File: src/rtl/pd_seq_pkg.sv
package pd_seq_pkg;
  localparam int unsigned CTRL_W    = 5;
  localparam int unsigned CB_RSTN   = 0;
  localparam int unsigned CB_ISO    = 1;
  localparam int unsigned CB_SW1    = 2;
  localparam int unsigned CB_SW2    = 3;
  localparam int unsigned CB_CLKDIS = 4;
  localparam logic [CTRL_W-1:0] CTRL_OFF = 5'b10010;

  typedef enum logic [4:0] {
    ST_IDLE,
    ST_UP_SW1, ST_UP_SW2, ST_UP_WPWR, ST_UP_CLK, ST_UP_ISO, ST_UP_RST,
    ST_UP_SRAM, ST_UP_WSRAM, ST_UP_BUS, ST_UP_WBUS,
    ST_DN_BUS, ST_DN_WBUS, ST_DN_SRAM, ST_DN_WSRAM, ST_DN_ISO, ST_DN_RST,
    ST_DN_CLK, ST_DN_SW1, ST_DN_SW2, ST_DN_WPWR
  } seq_st_e;
endpackage

File: src/rtl/pd_poll_timer.sv
module pd_poll_timer #(
  parameter int unsigned TICK_CYC = 500,
  parameter int unsigned CNT_W    = 17
) (
  input  logic             clk_i,
  input  logic             rst_ni,
  input  logic             restart_i,
  input  logic [CNT_W-1:0] limit_i,
  output logic             tick_o,
  output logic             reach_o
);
  localparam int unsigned DIV_W = $clog2(TICK_CYC + 1);

  logic [DIV_W-1:0] div_q;
  logic [CNT_W-1:0] cnt_q;

  assign tick_o  = (div_q == DIV_W'(TICK_CYC - 1));
  assign reach_o = tick_o && (cnt_q == limit_i - 1'b1);

  always_ff @(posedge clk_i or negedge rst_ni) begin
    if (!rst_ni) begin
      div_q <= '0;
      cnt_q <= '0;
    end else if (restart_i) begin
      div_q <= '0;
      cnt_q <= '0;
    end else begin
      div_q <= tick_o ? '0 : div_q + 1'b1;
      if (tick_o) cnt_q <= cnt_q + 1'b1;
    end
  end
endmodule

File: src/rtl/pd_cond_eval.sv
module pd_cond_eval #(
  parameter int unsigned         SRAM_W        = 4,
  parameter logic [SRAM_W-1:0]   SRAM_ACK_MASK = '1,
  parameter bit                  HAS_BUS_PROT  = 1'b1
) (
  input  logic              pwr_sta_i,
  input  logic              pwr_sta2_i,
  input  logic [SRAM_W-1:0] sram_ack_i,
  input  logic              bus_ack_i,
  output logic              pwr_on_o,
  output logic              pwr_off_o,
  output logic              ack_clr_o,
  output logic              ack_set_o,
  output logic              bus_ack_o
);
  // Both readbacks must agree; a split reading is a transition
  assign pwr_on_o  = pwr_sta_i & pwr_sta2_i;
  assign pwr_off_o = ~pwr_sta_i & ~pwr_sta2_i;

  generate
    if (SRAM_ACK_MASK == '0) begin : g_no_ack
      assign ack_clr_o = 1'b1;
      assign ack_set_o = 1'b1;
    end else begin : g_ack
      assign ack_clr_o = (sram_ack_i & SRAM_ACK_MASK) == '0;
      assign ack_set_o = (sram_ack_i & SRAM_ACK_MASK) == SRAM_ACK_MASK;
    end
    if (HAS_BUS_PROT) begin : g_bus
      assign bus_ack_o = bus_ack_i;
    end else begin : g_nobus
      assign bus_ack_o = 1'b0;
    end
  endgenerate
endmodule

File: src/rtl/pd_seq_fsm.sv
module pd_seq_fsm
  import pd_seq_pkg::*;
#(
  parameter int unsigned       SRAM_W           = 4,
  parameter logic [SRAM_W-1:0] SRAM_PDN_MASK    = '1,
  parameter bit                USE_FIXED_WAIT   = 1'b0,
  parameter bit                HAS_BUS_PROT     = 1'b1,
  parameter int unsigned       TIMEOUT_TICKS    = 100000,
  parameter int unsigned       FIXED_WAIT_TICKS = 1200,
  parameter int unsigned       CNT_W            = 17
) (
  input  logic              clk_i,
  input  logic              rst_ni,
  input  logic              req_valid_i,
  input  logic              req_on_i,
  input  logic              err_clr_i,
  input  logic              tick_i,
  input  logic              reach_i,
  input  logic              pwr_on_i,
  input  logic              pwr_off_i,
  input  logic              ack_clr_i,
  input  logic              ack_set_i,
  input  logic              bus_ack_i,
  output logic              restart_o,
  output logic [CNT_W-1:0]  limit_o,
  output logic [CTRL_W-1:0] ctrl_o,
  output logic [SRAM_W-1:0] sram_pdn_o,
  output logic              bus_prot_o,
  output logic              busy_o,
  output logic              dom_on_o,
  output logic              dom_off_o,
  output logic              err_o
);
  seq_st_e st_q, st_d;
  logic [CTRL_W-1:0] ctrl_q, ctrl_d;
  logic [SRAM_W-1:0] pdn_q, pdn_d;
  logic prot_q, prot_d, on_q, on_d, off_q, off_d, err_q, err_d;
  logic fail, fin_up;

  always_comb begin
    st_d   = st_q;
    ctrl_d = ctrl_q;
    pdn_d  = pdn_q;
    prot_d = prot_q;
    on_d   = on_q;
    off_d  = off_q;
    err_d  = err_q & ~err_clr_i;
    fail   = 1'b0;
    fin_up = 1'b0;
    unique case (st_q)
      ST_IDLE: if (req_valid_i) begin
        if (req_on_i && !on_q) begin
          st_d  = ST_UP_SW1;
          off_d = 1'b0;
        end else if (!req_on_i && !off_q) begin
          st_d = HAS_BUS_PROT ? ST_DN_BUS : ST_DN_SRAM;
          on_d = 1'b0;
        end
      end
      ST_UP_SW1:  begin ctrl_d[CB_SW1] = 1'b1; st_d = ST_UP_SW2; end
      ST_UP_SW2:  begin ctrl_d[CB_SW2] = 1'b1; st_d = ST_UP_WPWR; end
      ST_UP_WPWR: if (tick_i && pwr_on_i) st_d = ST_UP_CLK;
                  else if (reach_i) fail = 1'b1;
      ST_UP_CLK:  begin ctrl_d[CB_CLKDIS] = 1'b0; st_d = ST_UP_ISO; end
      ST_UP_ISO:  begin ctrl_d[CB_ISO] = 1'b0; st_d = ST_UP_RST; end
      ST_UP_RST:  begin ctrl_d[CB_RSTN] = 1'b1; st_d = ST_UP_SRAM; end
      ST_UP_SRAM: begin pdn_d = '0; st_d = ST_UP_WSRAM; end
      ST_UP_WSRAM: begin
        if (USE_FIXED_WAIT) begin
          if (reach_i) begin
            if (HAS_BUS_PROT) st_d = ST_UP_BUS; else fin_up = 1'b1;
          end
        end else if (tick_i && ack_clr_i) begin
          if (HAS_BUS_PROT) st_d = ST_UP_BUS; else fin_up = 1'b1;
        end else if (reach_i) fail = 1'b1;
      end
      ST_UP_BUS:  begin prot_d = 1'b0; st_d = ST_UP_WBUS; end
      ST_UP_WBUS: if (tick_i && !bus_ack_i) fin_up = 1'b1;
                  else if (reach_i) fail = 1'b1;
      ST_DN_BUS:  begin prot_d = 1'b1; st_d = ST_DN_WBUS; end
      ST_DN_WBUS: if (tick_i && bus_ack_i) st_d = ST_DN_SRAM;
                  else if (reach_i) fail = 1'b1;
      ST_DN_SRAM: begin pdn_d = SRAM_PDN_MASK; st_d = ST_DN_WSRAM; end
      ST_DN_WSRAM: if (tick_i && ack_set_i) st_d = ST_DN_ISO;
                   else if (reach_i) fail = 1'b1;
      ST_DN_ISO:  begin ctrl_d[CB_ISO] = 1'b1; st_d = ST_DN_RST; end
      ST_DN_RST:  begin ctrl_d[CB_RSTN] = 1'b0; st_d = ST_DN_CLK; end
      ST_DN_CLK:  begin ctrl_d[CB_CLKDIS] = 1'b1; st_d = ST_DN_SW1; end
      ST_DN_SW1:  begin ctrl_d[CB_SW1] = 1'b0; st_d = ST_DN_SW2; end
      ST_DN_SW2:  begin ctrl_d[CB_SW2] = 1'b0; st_d = ST_DN_WPWR; end
      ST_DN_WPWR: if (tick_i && pwr_off_i) begin
                    st_d  = ST_IDLE;
                    off_d = 1'b1;
                  end else if (reach_i) fail = 1'b1;
      default:    st_d = ST_IDLE;
    endcase
    if (fin_up) begin
      st_d = ST_IDLE;
      on_d = 1'b1;
    end
    if (fail) begin
      st_d  = ST_IDLE;
      err_d = 1'b1;
    end
  end

  always_ff @(posedge clk_i or negedge rst_ni) begin
    if (!rst_ni) begin
      st_q   <= ST_IDLE;
      ctrl_q <= CTRL_OFF;
      pdn_q  <= SRAM_PDN_MASK;
      prot_q <= HAS_BUS_PROT;
      on_q   <= 1'b0;
      off_q  <= 1'b1;
      err_q  <= 1'b0;
    end else begin
      st_q   <= st_d;
      ctrl_q <= ctrl_d;
      pdn_q  <= pdn_d;
      prot_q <= prot_d;
      on_q   <= on_d;
      off_q  <= off_d;
      err_q  <= err_d;
    end
  end

  assign restart_o  = (st_d != st_q);
  assign limit_o    = (USE_FIXED_WAIT && st_q == ST_UP_WSRAM) ? CNT_W'(FIXED_WAIT_TICKS)
                                                               : CNT_W'(TIMEOUT_TICKS);
  assign ctrl_o     = ctrl_q;
  assign sram_pdn_o = pdn_q;
  assign bus_prot_o = prot_q;
  assign busy_o     = (st_q != ST_IDLE);
  assign dom_on_o   = on_q;
  assign dom_off_o  = off_q;
  assign err_o      = err_q;
endmodule

File: src/rtl/pd_seq_top.sv
module pd_seq_top #(
  parameter int unsigned       TICK_CYC         = 500,
  parameter int unsigned       TIMEOUT_TICKS    = 100000,
  parameter int unsigned       FIXED_WAIT_TICKS = 1200,
  parameter int unsigned       SRAM_W           = 4,
  parameter logic [SRAM_W-1:0] SRAM_PDN_MASK    = '1,
  parameter logic [SRAM_W-1:0] SRAM_ACK_MASK    = '1,
  parameter bit                USE_FIXED_WAIT   = 1'b0,
  parameter bit                HAS_BUS_PROT     = 1'b1
) (
  input  logic              clk_i,
  input  logic              rst_ni,
  input  logic              req_valid_i,
  input  logic              req_on_i,
  input  logic              err_clr_i,
  input  logic              pwr_sta_i,
  input  logic              pwr_sta2_i,
  input  logic [SRAM_W-1:0] sram_ack_i,
  input  logic              bus_ack_i,
  output logic [4:0]        ctrl_o,
  output logic [SRAM_W-1:0] sram_pdn_o,
  output logic              bus_prot_o,
  output logic              busy_o,
  output logic              dom_on_o,
  output logic              dom_off_o,
  output logic              err_o
);
  localparam int unsigned MAX_TICKS = (TIMEOUT_TICKS > FIXED_WAIT_TICKS) ? TIMEOUT_TICKS
                                                                         : FIXED_WAIT_TICKS;
  localparam int unsigned CNT_W = $clog2(MAX_TICKS + 1);

  logic tick, reach, restart;
  logic [CNT_W-1:0] limit;
  logic pwr_on, pwr_off, ack_clr, ack_set, bus_ack;

  pd_poll_timer #(.TICK_CYC(TICK_CYC), .CNT_W(CNT_W)) u_timer (
    .clk_i, .rst_ni, .restart_i(restart), .limit_i(limit),
    .tick_o(tick), .reach_o(reach)
  );

  pd_cond_eval #(.SRAM_W(SRAM_W), .SRAM_ACK_MASK(SRAM_ACK_MASK),
                 .HAS_BUS_PROT(HAS_BUS_PROT)) u_cond (
    .pwr_sta_i, .pwr_sta2_i, .sram_ack_i, .bus_ack_i,
    .pwr_on_o(pwr_on), .pwr_off_o(pwr_off), .ack_clr_o(ack_clr),
    .ack_set_o(ack_set), .bus_ack_o(bus_ack)
  );

  pd_seq_fsm #(
    .SRAM_W(SRAM_W), .SRAM_PDN_MASK(SRAM_PDN_MASK), .USE_FIXED_WAIT(USE_FIXED_WAIT),
    .HAS_BUS_PROT(HAS_BUS_PROT), .TIMEOUT_TICKS(TIMEOUT_TICKS),
    .FIXED_WAIT_TICKS(FIXED_WAIT_TICKS), .CNT_W(CNT_W)
  ) u_fsm (
    .clk_i, .rst_ni, .req_valid_i, .req_on_i, .err_clr_i,
    .tick_i(tick), .reach_i(reach), .pwr_on_i(pwr_on), .pwr_off_i(pwr_off),
    .ack_clr_i(ack_clr), .ack_set_i(ack_set), .bus_ack_i(bus_ack),
    .restart_o(restart), .limit_o(limit),
    .ctrl_o, .sram_pdn_o, .bus_prot_o, .busy_o, .dom_on_o, .dom_off_o, .err_o
  );
endmodule

File: config.mk
export PLATFORM = sky130hd
export DESIGN_NAME = pd_seq_top
export DESIGN_NICKNAME = d
export VERILOG_FILES = /design/src/rtl/pd_seq_pkg.sv /design/src/rtl/pd_poll_timer.sv /design/src/rtl/pd_cond_eval.sv /design/src/rtl/pd_seq_fsm.sv /design/src/rtl/pd_seq_top.sv
export SDC_FILE = /design/constraint.sdc
export NUM_CORES = 1
export LEC_CHECK = 0
export BUFFER_PORTS_ARGS = -buffer_cell sky130_fd_sc_hd__buf_2
export CAP_MARGIN = 20
export CORE_UTILIZATION = 26
export DETAILED_ROUTE_END_ITERATION = 7
export SETUP_SLACK_MARGIN = 0.1
export SLEW_MARGIN = 20
export SYNTH_ARGS = -nofsm -noshare
export SYNTH_HDL_FRONTEND = slang
export SYNTH_SLANG_ARGS = --single-unit
File: constraint.sdc
create_clock -name clk_i -period 3 [get_ports clk_i]
set_input_delay 0.15 -clock clk_i [delete_from_list [all_inputs] [get_ports clk_i]]
set_output_delay 0.15 -clock clk_i [all_outputs]
set_load 0.05 [all_outputs]
==> results_tabular.tex, run 1 <==
\begin{tabular}{lr}
\hline
Metric & Value \\
\hline
\multicolumn{2}{l}{\textbf{Power and ir drop}} \\
\quad Leak & 1.16 nW \\
\quad Pwr per Cell Area & 758 nW/um2 \\
\quad Worst voltage drop across the vdd grid & 0.000247 V \\
\multicolumn{2}{l}{\textbf{Synth}} \\
\quad Synth top area share & approximately a third \\
\quad Mean post-synth cell area & 9.10 um2 \\
\quad Post-synth EDFFs & 0 \\
\quad Synth Instances & between 200 and 300 \\
\quad Post-synth ARST share & 100\% \\
\quad Most area-consuming cells after synthesis & sky130\_fd\_sc\_hd\_\_dfrtp\_1 35\%, sky130\_fd\_sc\_hd\_\_dfstp\_2 5.1\%, sky130\_fd\_sc\_hd\_\_nor3\_1 4.1\%, sky130\_fd\_sc\_hd\_\_nand2\_1 3.8\%, sky130\_fd\_sc\_hd\_\_xor2\_1 3.8\% \\
\quad Net count after synthesis & 295 \\
\quad Top cells by count, synth & 36 x sky130\_fd\_sc\_hd\_\_dfrtp\_1, 26 x sky130\_fd\_sc\_hd\_\_nand2\_1, 21 x sky130\_fd\_sc\_hd\_\_nor2\_1, 21 x sky130\_fd\_sc\_hd\_\_nor3\_1, 17 x sky130\_fd\_sc\_hd\_\_o21ai\_0 \\
\quad Synthesized-area fraction occupied by adder cells & less than 1\% \\
\quad Number of distinct library cells after synthesis & 62 \\
\quad Fraction of the mapped netlist area in compound gates & around 15\% \\
\quad Xor-xnor portion of the synthesized cell area & 7.19\% \\
\quad Flop and latch count out of synthesis & just over 40 \\
\quad Most area-hungry cell type in the Yosys netlist & sky130\_fd\_sc\_hd\_\_dfrtp\_1 \\
\quad Dominant combinational cell family by area after synthesis & simple AND/OR/NAND/NOR gates \\
\quad Count of yosys warnings during synthesis & 0 \\
\quad Multiplexer share of the synthesized area & less than 1\% \\
\quad Leading register cell type out of synthesis & sky130\_fd\_sc\_hd\_\_dfrtp\_1 \\
\quad Post-synth design cell area & 2560 um2 \\
\quad Simple-gate portion of the synthesized area & a little under a third \\
\quad Dominant cell by count in the synthesized netlist & sky130\_fd\_sc\_hd\_\_dfrtp\_1 \\
\quad Share of the yosys chip area belonging to registers & between 40\% and 50\% \\
\multicolumn{2}{l}{\textbf{Final layout}} \\
\quad Finished layout cell area & about 2900 um2 \\
\quad Number of diodes added for antenna fixing & 0 \\
\quad Layout Nets & approximately 320 \\
\quad Layout cell share with drive strength beyond 1 & 19.5\% \\
\quad Non-filler cells, final & 432 \\
\quad Area added between synthesis and finish & 14.1\% \\
\quad Final Util & 31.1\% \\
\multicolumn{2}{l}{\textbf{Timing}} \\
\quad Min Hold Slack & -17.2 ps \\
\quad Relative slew margins & 37.9\% \\
\quad Setup clock skew after layout & 5.68 ps \\
\quad Total negative slack & 0 ps \\
\quad Count of endpoints failing hold in the final timing report & 12 \\
\quad Maximum operating frequency & 402 MHz \\
\quad Final setup violation count & 0 \\
\quad RSZ-0062 raised after global routing & no \\
\quad Crit share post-route & about 83\% \\
\quad Final Slew Violations & 0 \\
\quad Final period demand of the worst path & 2490 ps \\
\quad Slew of the pin with the lowest slew margin & between 900 and 1000 ps \\
\multicolumn{2}{l}{\textbf{Floorplan}} \\
\quad Placeable core region & 9370 um2 \\
\quad Effective utilization at floorplan & $\sim$27\% \\
\quad Die outline area & $\sim$10000 um2 \\
\quad I/O Pins & 26 \\
\quad Floorplan die width & 101 um \\
\quad DIE HEIGHT & 101 um \\
\quad Number of placement rows & 35 \\
\multicolumn{2}{l}{\textbf{Worst setup path}} \\
\quad Crit-path cells & ha\_1, and4bb\_4, nand2\_4, o21ai\_0, o211ai\_2, a21oi\_2, buf\_4, nor4\_1 \\
\quad Category of the critical setup timing path & flop to flop \\
\quad Data arrival time at the worst-slack endpoint & about 2600 ps \\
\quad Critical path capture point type & flop \\
\quad Largest stage delay on the critical path & approximately 520 ps \\
\quad Startpoint types & flop \\
\quad Family with the most delay on the worst path & compound AO/OA/AOI/OAI gates \\
\quad CP Max Fanout & 26 \\
\quad Master of the slowest instance on the critical path & sky130\_fd\_sc\_hd\_\_o21ai\_0 \\
\quad Count of buffer and inverter cells on the critical path & 1 \\
\quad WP data required & between 3000 and 4000 ps \\
\multicolumn{2}{l}{\textbf{Clocking}} \\
\quad CTS Buf Count & 5 \\
\quad Post-CTS clock slew at the launch and capture registers of the worst setup and hold paths & 80 ps \\
\quad Total clock sinks & 41 \\
\quad Worst-Skew Late Latency & 300 ps \\
\quad TritonCTS clock tree & built \\
\quad Post-CTS sizing & 0 \\
\quad Max H-tree Level & 2 \\
\quad Clock root cell & sky130\_fd\_sc\_hd\_\_clkbuf\_8 \\
\quad Number of buffers inserted for hold repair after clock tree synthesis & 0 \\
\quad Post CTS Setup Buffer Count & 0 \\
\quad Bufs on Longest Clock Path & 2 \\
\multicolumn{2}{l}{\textbf{Routing}} \\
\quad Total wirelength of the detailed-routed design & $\sim$5.9 mm \\
\quad Antenna-violating nets left & 0 \\
\quad Average routed wire per standard cell & 13.8 um \\
\quad Iteration-0 DRC count of the detailed router & $\sim$130 \\
\quad Vias after detailed routing & around 2200 \\
\quad Number of optimization iterations in the first detailed-route pass & 4 \\
\quad Avg Vias per Cell & roughly 5.1 \\
\quad Final routed DRC violation total & 0 \\
\multicolumn{2}{l}{\textbf{Global routing}} \\
\quad Initial antenna violation count & 0 \\
\quad Largest net degree at the start of global routing & 42 \\
\quad GR Util All Layers & 12.7\% \\
\quad Global-route wire length before repair & 10.3 mm \\
\quad Congestion Overflow GR & 0 \\
\quad Via count of the first global-routing pass & 2083 \\
\multicolumn{2}{l}{\textbf{Status}} \\
\quad Failing checks & hold timing \\
\quad Outcome & complete, but fails checks \\
\multicolumn{2}{l}{\textbf{Placement}} \\
\quad Number of instances in the placed design & 424 \\
\quad HPWL Detailed & $\sim$4.3 mm \\
\quad Post-Place Cell Area & between 2000 and 3000 um2 \\
\quad Global placer's final weighted congestion & 0.871 \\
\quad Number of input and output port buffers inserted & 25 \\
\multicolumn{2}{l}{\textbf{Job}} \\
\quad Max-cap violations & 0 \\
\multicolumn{2}{l}{\textbf{Hold path}} \\
\quad Hold/Removal Path Class & input pin to async pin \\
\hline
\end{tabular}
[placed cells by master (no fill, tap or decap), drive strengths merged, types with 5 or more instances in the layout]
cell	n
dfrtp	36
a21oi	11
nor4	14
nor2	22
clkbuf	5
nand4	10
a31oi	5
inv	6
o21ai	18
nand3	11
dfstp	5
xnor2	10
nor3	22
buf	31
xor2	11
nand2	27
[where the power goes]
part / leakage, nW / switching (W) / internal [W]
logic: 0.559 / 0.000638 / 0.000281
clock network: 0.0681 / 0.000203 / 0.000331
registers: 0.530 / 0.000127 / 0.000632
[worst register-to-register path, cell delays in order (launching register included)]
cell and delay, ps:
sky130_fd_sc_hd__dfrtp_1 390, sky130_fd_sc_hd__ha_1 280, sky130_fd_sc_hd__and4bb_4 320, sky130_fd_sc_hd__nand2_4 110
sky130_fd_sc_hd__o21ai_0 520, sky130_fd_sc_hd__o211ai_2 180, sky130_fd_sc_hd__a21oi_2 140, sky130_fd_sc_hd__buf_4 290
sky130_fd_sc_hd__nor4_1 110
[state kept, by name, indices dropped and copies added, names as in the netlist]
| name | cells |
|---|---|
| u_fsm.bus_prot_o | 1 |
| u_fsm.ctrl_o | 5 |
| u_fsm.dom_off_o | 1 |
| u_fsm.dom_on_o | 1 |
| u_fsm.err_o | 1 |
| u_fsm.sram_pdn_o | 1 |
| u_fsm.st_q | 5 |
| u_timer.cnt_q | 17 |
| u_timer.div_q | 9 |
[through the flow]
stage	hold WS [ps]	power [W]	worst slack [ps]
floorplan	-146	0.00151	882
global placement	338	0.00170	546
detailed placement	345	0.00169	528
CTS	25.2	0.00223	505
global route	58.3	0.00236	289
finish	-17.2	0.00221	511
[path summary, 6_finish.rpt]
check | from | to | slack [ps] | depth (start not counted)
max | u_timer.div_q[0] | u_timer.cnt_q[10] | 510 | 8
min | rst_ni | u_fsm.ctrl_o[0] | -20 | 1
max reg2reg | u_timer.div_q[0] | u_timer.cnt_q[10] | 510 | 8
min reg2reg | u_fsm.err_o | u_fsm.err_o | 480 | 1
max in group asynchronous | rst_ni | u_timer.div_q[3] | 2430 | 1
min in group clk_i | err_clr_i | u_fsm.err_o | 120 | 3
[routing by layer]
metal	track usage, %	vias up	wire (um)
met5	0	-	0
met4	3.68	0	78
met3	2.55	9	241
met2	20.3	49	2770
met1	17.5	1043	2850
li1	-	1084	-
[cell families after synthesis]
group / count (synthesis)
simple gates: 136
compound gates: 56
flops: 41
buf+inv: 23
xor+xnor: 21
mux: 2
fa+ha+maj: 2
[layout make-up]
class / count / area, um2
Clock inverter: 3 / 65.1
Sequential cell: 41 / 1030
Fill cell: 1003 / 6450
Multi-Input combinational cell: 217 / 1400
Tap cell: 129 / 161
Inverter: 6 / 22.5
Clock buffer: 5 / 68.8
Timing Repair Buffer: 31 / 170
No activity file was read; power rests on OpenSTA's default activity.
==> run 2: changes to the inputs <==
==> constraint.sdc (replaced) <==
create_clock -name clk_i -period 2.3 [get_ports clk_i]
set_input_delay 0.115 -clock clk_i [delete_from_list [all_inputs] [get_ports clk_i]]
set_output_delay 0.115 -clock clk_i [all_outputs]
set_load 0.05 [all_outputs]
==> results_tabular.tex, run 2 (same netlist as run 1, synthesis figures left out) <==
\begin{tabular}{lr}
\hline
Metric & Value \\
\hline
\multicolumn{2}{l}{\textbf{Clocking}} \\
\quad Post-CTS clock slew at the launch and capture registers of the worst setup and hold paths & 80 ps (about the same) \\
\quad Max H-tree Level & 2 (unchanged) \\
\quad Bufs on Longest Clock Path & 2 (unchanged) \\
\quad CTS Buf Count & 5 (unchanged) \\
\quad Worst-Skew Late Latency & 300 ps (about the same) \\
\quad Clock root cell & sky130\_fd\_sc\_hd\_\_clkbuf\_8 \\
\quad Total clock sinks & 41 (unchanged) \\
\quad TritonCTS clock tree & built \\
\multicolumn{2}{l}{\textbf{Final layout}} \\
\quad Layout Nets & 330 (+4.4\%) \\
\quad Layout cell share with drive strength beyond 1 & 25.9\% (+6.4 points) \\
\quad Final Util & 33.1\% (+1.9 points) \\
\quad Registers with the most flip-flops & u\_timer.cnt\_q x17, u\_timer.div\_q x9 \\
\quad Area added between synthesis and finish & 21.2\% \\
\quad Most common cell after layout, fill and taps aside & sky130\_fd\_sc\_hd\_\_dfrtp\_1 \\
\quad Most flop-heavy register & u\_timer.cnt\_q \\
\quad Flip-flop count of the largest register, all copies and words added & 17 (unchanged) \\
\quad Most used cells in the layout excluding fill and tap cells & 33 x sky130\_fd\_sc\_hd\_\_dfrtp\_1, 26 x sky130\_fd\_sc\_hd\_\_nand2\_1, 25 x sky130\_fd\_sc\_hd\_\_buf\_2 \\
\quad Number of diodes added for antenna fixing & 0 (unchanged) \\
\multicolumn{2}{l}{\textbf{Global routing}} \\
\quad Global-route wire length before repair & 10.9 mm (+6.2\%) \\
\quad Congestion Overflow GR & 0 (unchanged) \\
\quad Via count of the first global-routing pass & 2276 (+9.3\%) \\
\quad GR Util All Layers & 13.7\% (+1.0 points) \\
\quad Largest net degree at the start of global routing & 42 (unchanged) \\
\quad Initial antenna violation count & 0 (unchanged) \\
\multicolumn{2}{l}{\textbf{Timing}} \\
\quad Min Hold Slack & 87.4 ps (+105 ps) \\
\quad Setup clock skew after layout & 10.2 ps (+4.51 ps) \\
\quad Final setup violation count & 0 (unchanged) \\
\quad Final period demand of the worst path & 2120 ps (-367 ps) \\
\quad Relative slew margins & 37.3\% (-0.60 points) \\
\quad Slew of the pin with the lowest slew margin & 941 ps (+8.97 ps) \\
\quad Final Slew Violations & 0 (unchanged) \\
\quad Total negative slack & 0 ps (unchanged) \\
\quad RSZ-0062 raised after global routing & no \\
\quad Maximum operating frequency & 471 MHz (+17\%) \\
\quad Crit share post-route & 92.2\% (+9.3 points) \\
\quad Count of endpoints failing hold in the final timing report & 0 (-12) \\
\multicolumn{2}{l}{\textbf{Power and ir drop}} \\
\quad Leak & 1.23 nW (+6.2\%) \\
\quad Worst voltage drop across the vdd grid & 0.000374 V (+52\%) \\
\quad Pwr per Cell Area & 1010 nW/um2 (+33\%) \\
\multicolumn{2}{l}{\textbf{Worst setup path}} \\
\quad CP Max Fanout & 26 (unchanged) \\
\quad Flop2flop setup slack & 180 ps (-330 ps) \\
\quad Critical Path Sink & u\_timer.cnt\_q[9] \\
\quad Cells on worst reg2reg path & 8 (unchanged) \\
\quad Startpoint types & flop \\
\quad Launching instance or port of the critical path & u\_timer.div\_q[1] \\
\quad Startpoint of the worst register-to-register path & u\_timer.div\_q[1] \\
\quad Critical path capture point type & flop \\
\quad Data arrival time at the worst-slack endpoint & 2310 ps (-330 ps) \\
\quad WP data required & 2490 ps (-660 ps) \\
\quad Category of the critical setup timing path & flop to flop \\
\quad Worst flop-to-flop path endpoint & u\_timer.cnt\_q[9] \\
\multicolumn{2}{l}{\textbf{Routing}} \\
\quad Vias after detailed routing & 2250 (+3.0\%) \\
\quad Average routed wire per standard cell & 14.3 um (+3.7\%) \\
\quad Total wirelength of the detailed-routed design & 6.37 mm (+7.0\%) \\
\quad Number of optimization iterations in the first detailed-route pass & 4 (unchanged) \\
\quad Final routed DRC violation total & 0 (unchanged) \\
\quad Iteration-0 DRC count of the detailed router & 144 (+12\%) \\
\quad Antenna-violating nets left & 0 (unchanged) \\
\quad Avg Vias per Cell & 5.04 (-0.26\%) \\
\multicolumn{2}{l}{\textbf{Status}} \\
\quad Outcome & finished, final reports clean \\
\multicolumn{2}{l}{\textbf{Floorplan}} \\
\quad I/O Pins & 26 (unchanged) \\
\quad Die outline area & 10200 um2 (unchanged) \\
\quad Floorplan die width & 101 um (unchanged) \\
\quad DIE HEIGHT & 101 um (unchanged) \\
\quad Placeable core region & 9370 um2 (unchanged) \\
\quad Effective utilization at floorplan & 27.3\% (unchanged) \\
\quad Number of placement rows & 35 (unchanged) \\
\multicolumn{2}{l}{\textbf{Placement}} \\
\quad HPWL Detailed & 4.51 mm (+6.2\%) \\
\quad Global placer's final weighted congestion & 0.914 (+5.0\%) \\
\quad Number of input and output port buffers inserted & 25 (unchanged) \\
\multicolumn{2}{l}{\textbf{Job}} \\
\quad Max-cap violations & 0 (unchanged) \\
\multicolumn{2}{l}{\textbf{Hold path}} \\
\quad Hold/Removal Path Class & input pin to flop \\
\hline
\end{tabular}
## run 2: changes by cell type in the layout (fill, tap and decap cells not counted), sizes merged
cell,change
dlygate4sd3,+1
buf,+13
## run 2: worst max-delay path, stage by stage (launching register included)
cell                       delay [ps]
sky130_fd_sc_hd__dfrtp_1          430
sky130_fd_sc_hd__ha_4             190
sky130_fd_sc_hd__and4bb_4         300
sky130_fd_sc_hd__nand2_4          110
sky130_fd_sc_hd__o21ai_0          360
sky130_fd_sc_hd__o211ai_2         140
sky130_fd_sc_hd__a21oi_2          190
sky130_fd_sc_hd__buf_12           200
sky130_fd_sc_hd__nor4_1            80
## run 2: stage by stage
stage               total power [W]  setup slack, ps  area [um2]  std cells
finish                      0.00312              178        3100        446
global route                0.00332             98.8        3100        446
CTS                         0.00308              126        3030        444
detailed placement          0.00236             98.2        2880        435
global placement            0.00236              212        2880        435
floorplan                   0.00197              182        2560        281
## run 2: worst min path at each step
stage | from | to | cells after the start
6_report | err_clr_i | u_fsm.err_o | 3
5_1_grt | err_clr_i | u_fsm.err_o | 3
4_1_cts | err_clr_i | u_fsm.err_o | 3
3_5_place_dp | rst_ni | u_fsm.ctrl_o[0] | 1
3_3_place_gp | rst_ni | u_fsm.st_q[4] | 1
2_1_floorplan | rst_ni | u_fsm.ctrl_o[0] | 0
## run 2: power breakdown
part	leakage (nW)	internal (W)	total (W)	switching, W
combinational	0.634	0.000503	0.00143	0.000924
clock	0.0681	0.000431	0.000699	0.000267
sequential	0.526	0.000830	0.000990	0.000161
## run 2: timing repair
action	4_1_cts	5_1_grt
buffers inserted	0	2
gates cloned	0	0
pin swaps	0	3
resized for setup	1	12
endpoints found under the setup margin	2	29
hold buffers	1	0
hold endpoints to repair	36	0
## run 2: final cells by class
type	instances	area, um2
Clock buffer	5	68.8
Clock inverter	3	65.1
Fill cell	983	6270
Inverter	6	22.5
Multi-Input combinational cell	217	1460
Sequential cell	41	1040
Tap cell	129	161
Timing Repair Buffer	45	290
## run 2: metal layers
metal / up-vias / GRT usage, % / routed length (um)
met5: - / 0 / 0
met4: 0 / 4.35 / 98
met3: 12 / 3.31 / 282
met2: 56 / 22.3 / 2970
met1: 1071 / 18.0 / 3020
li1: 1111 / - / -
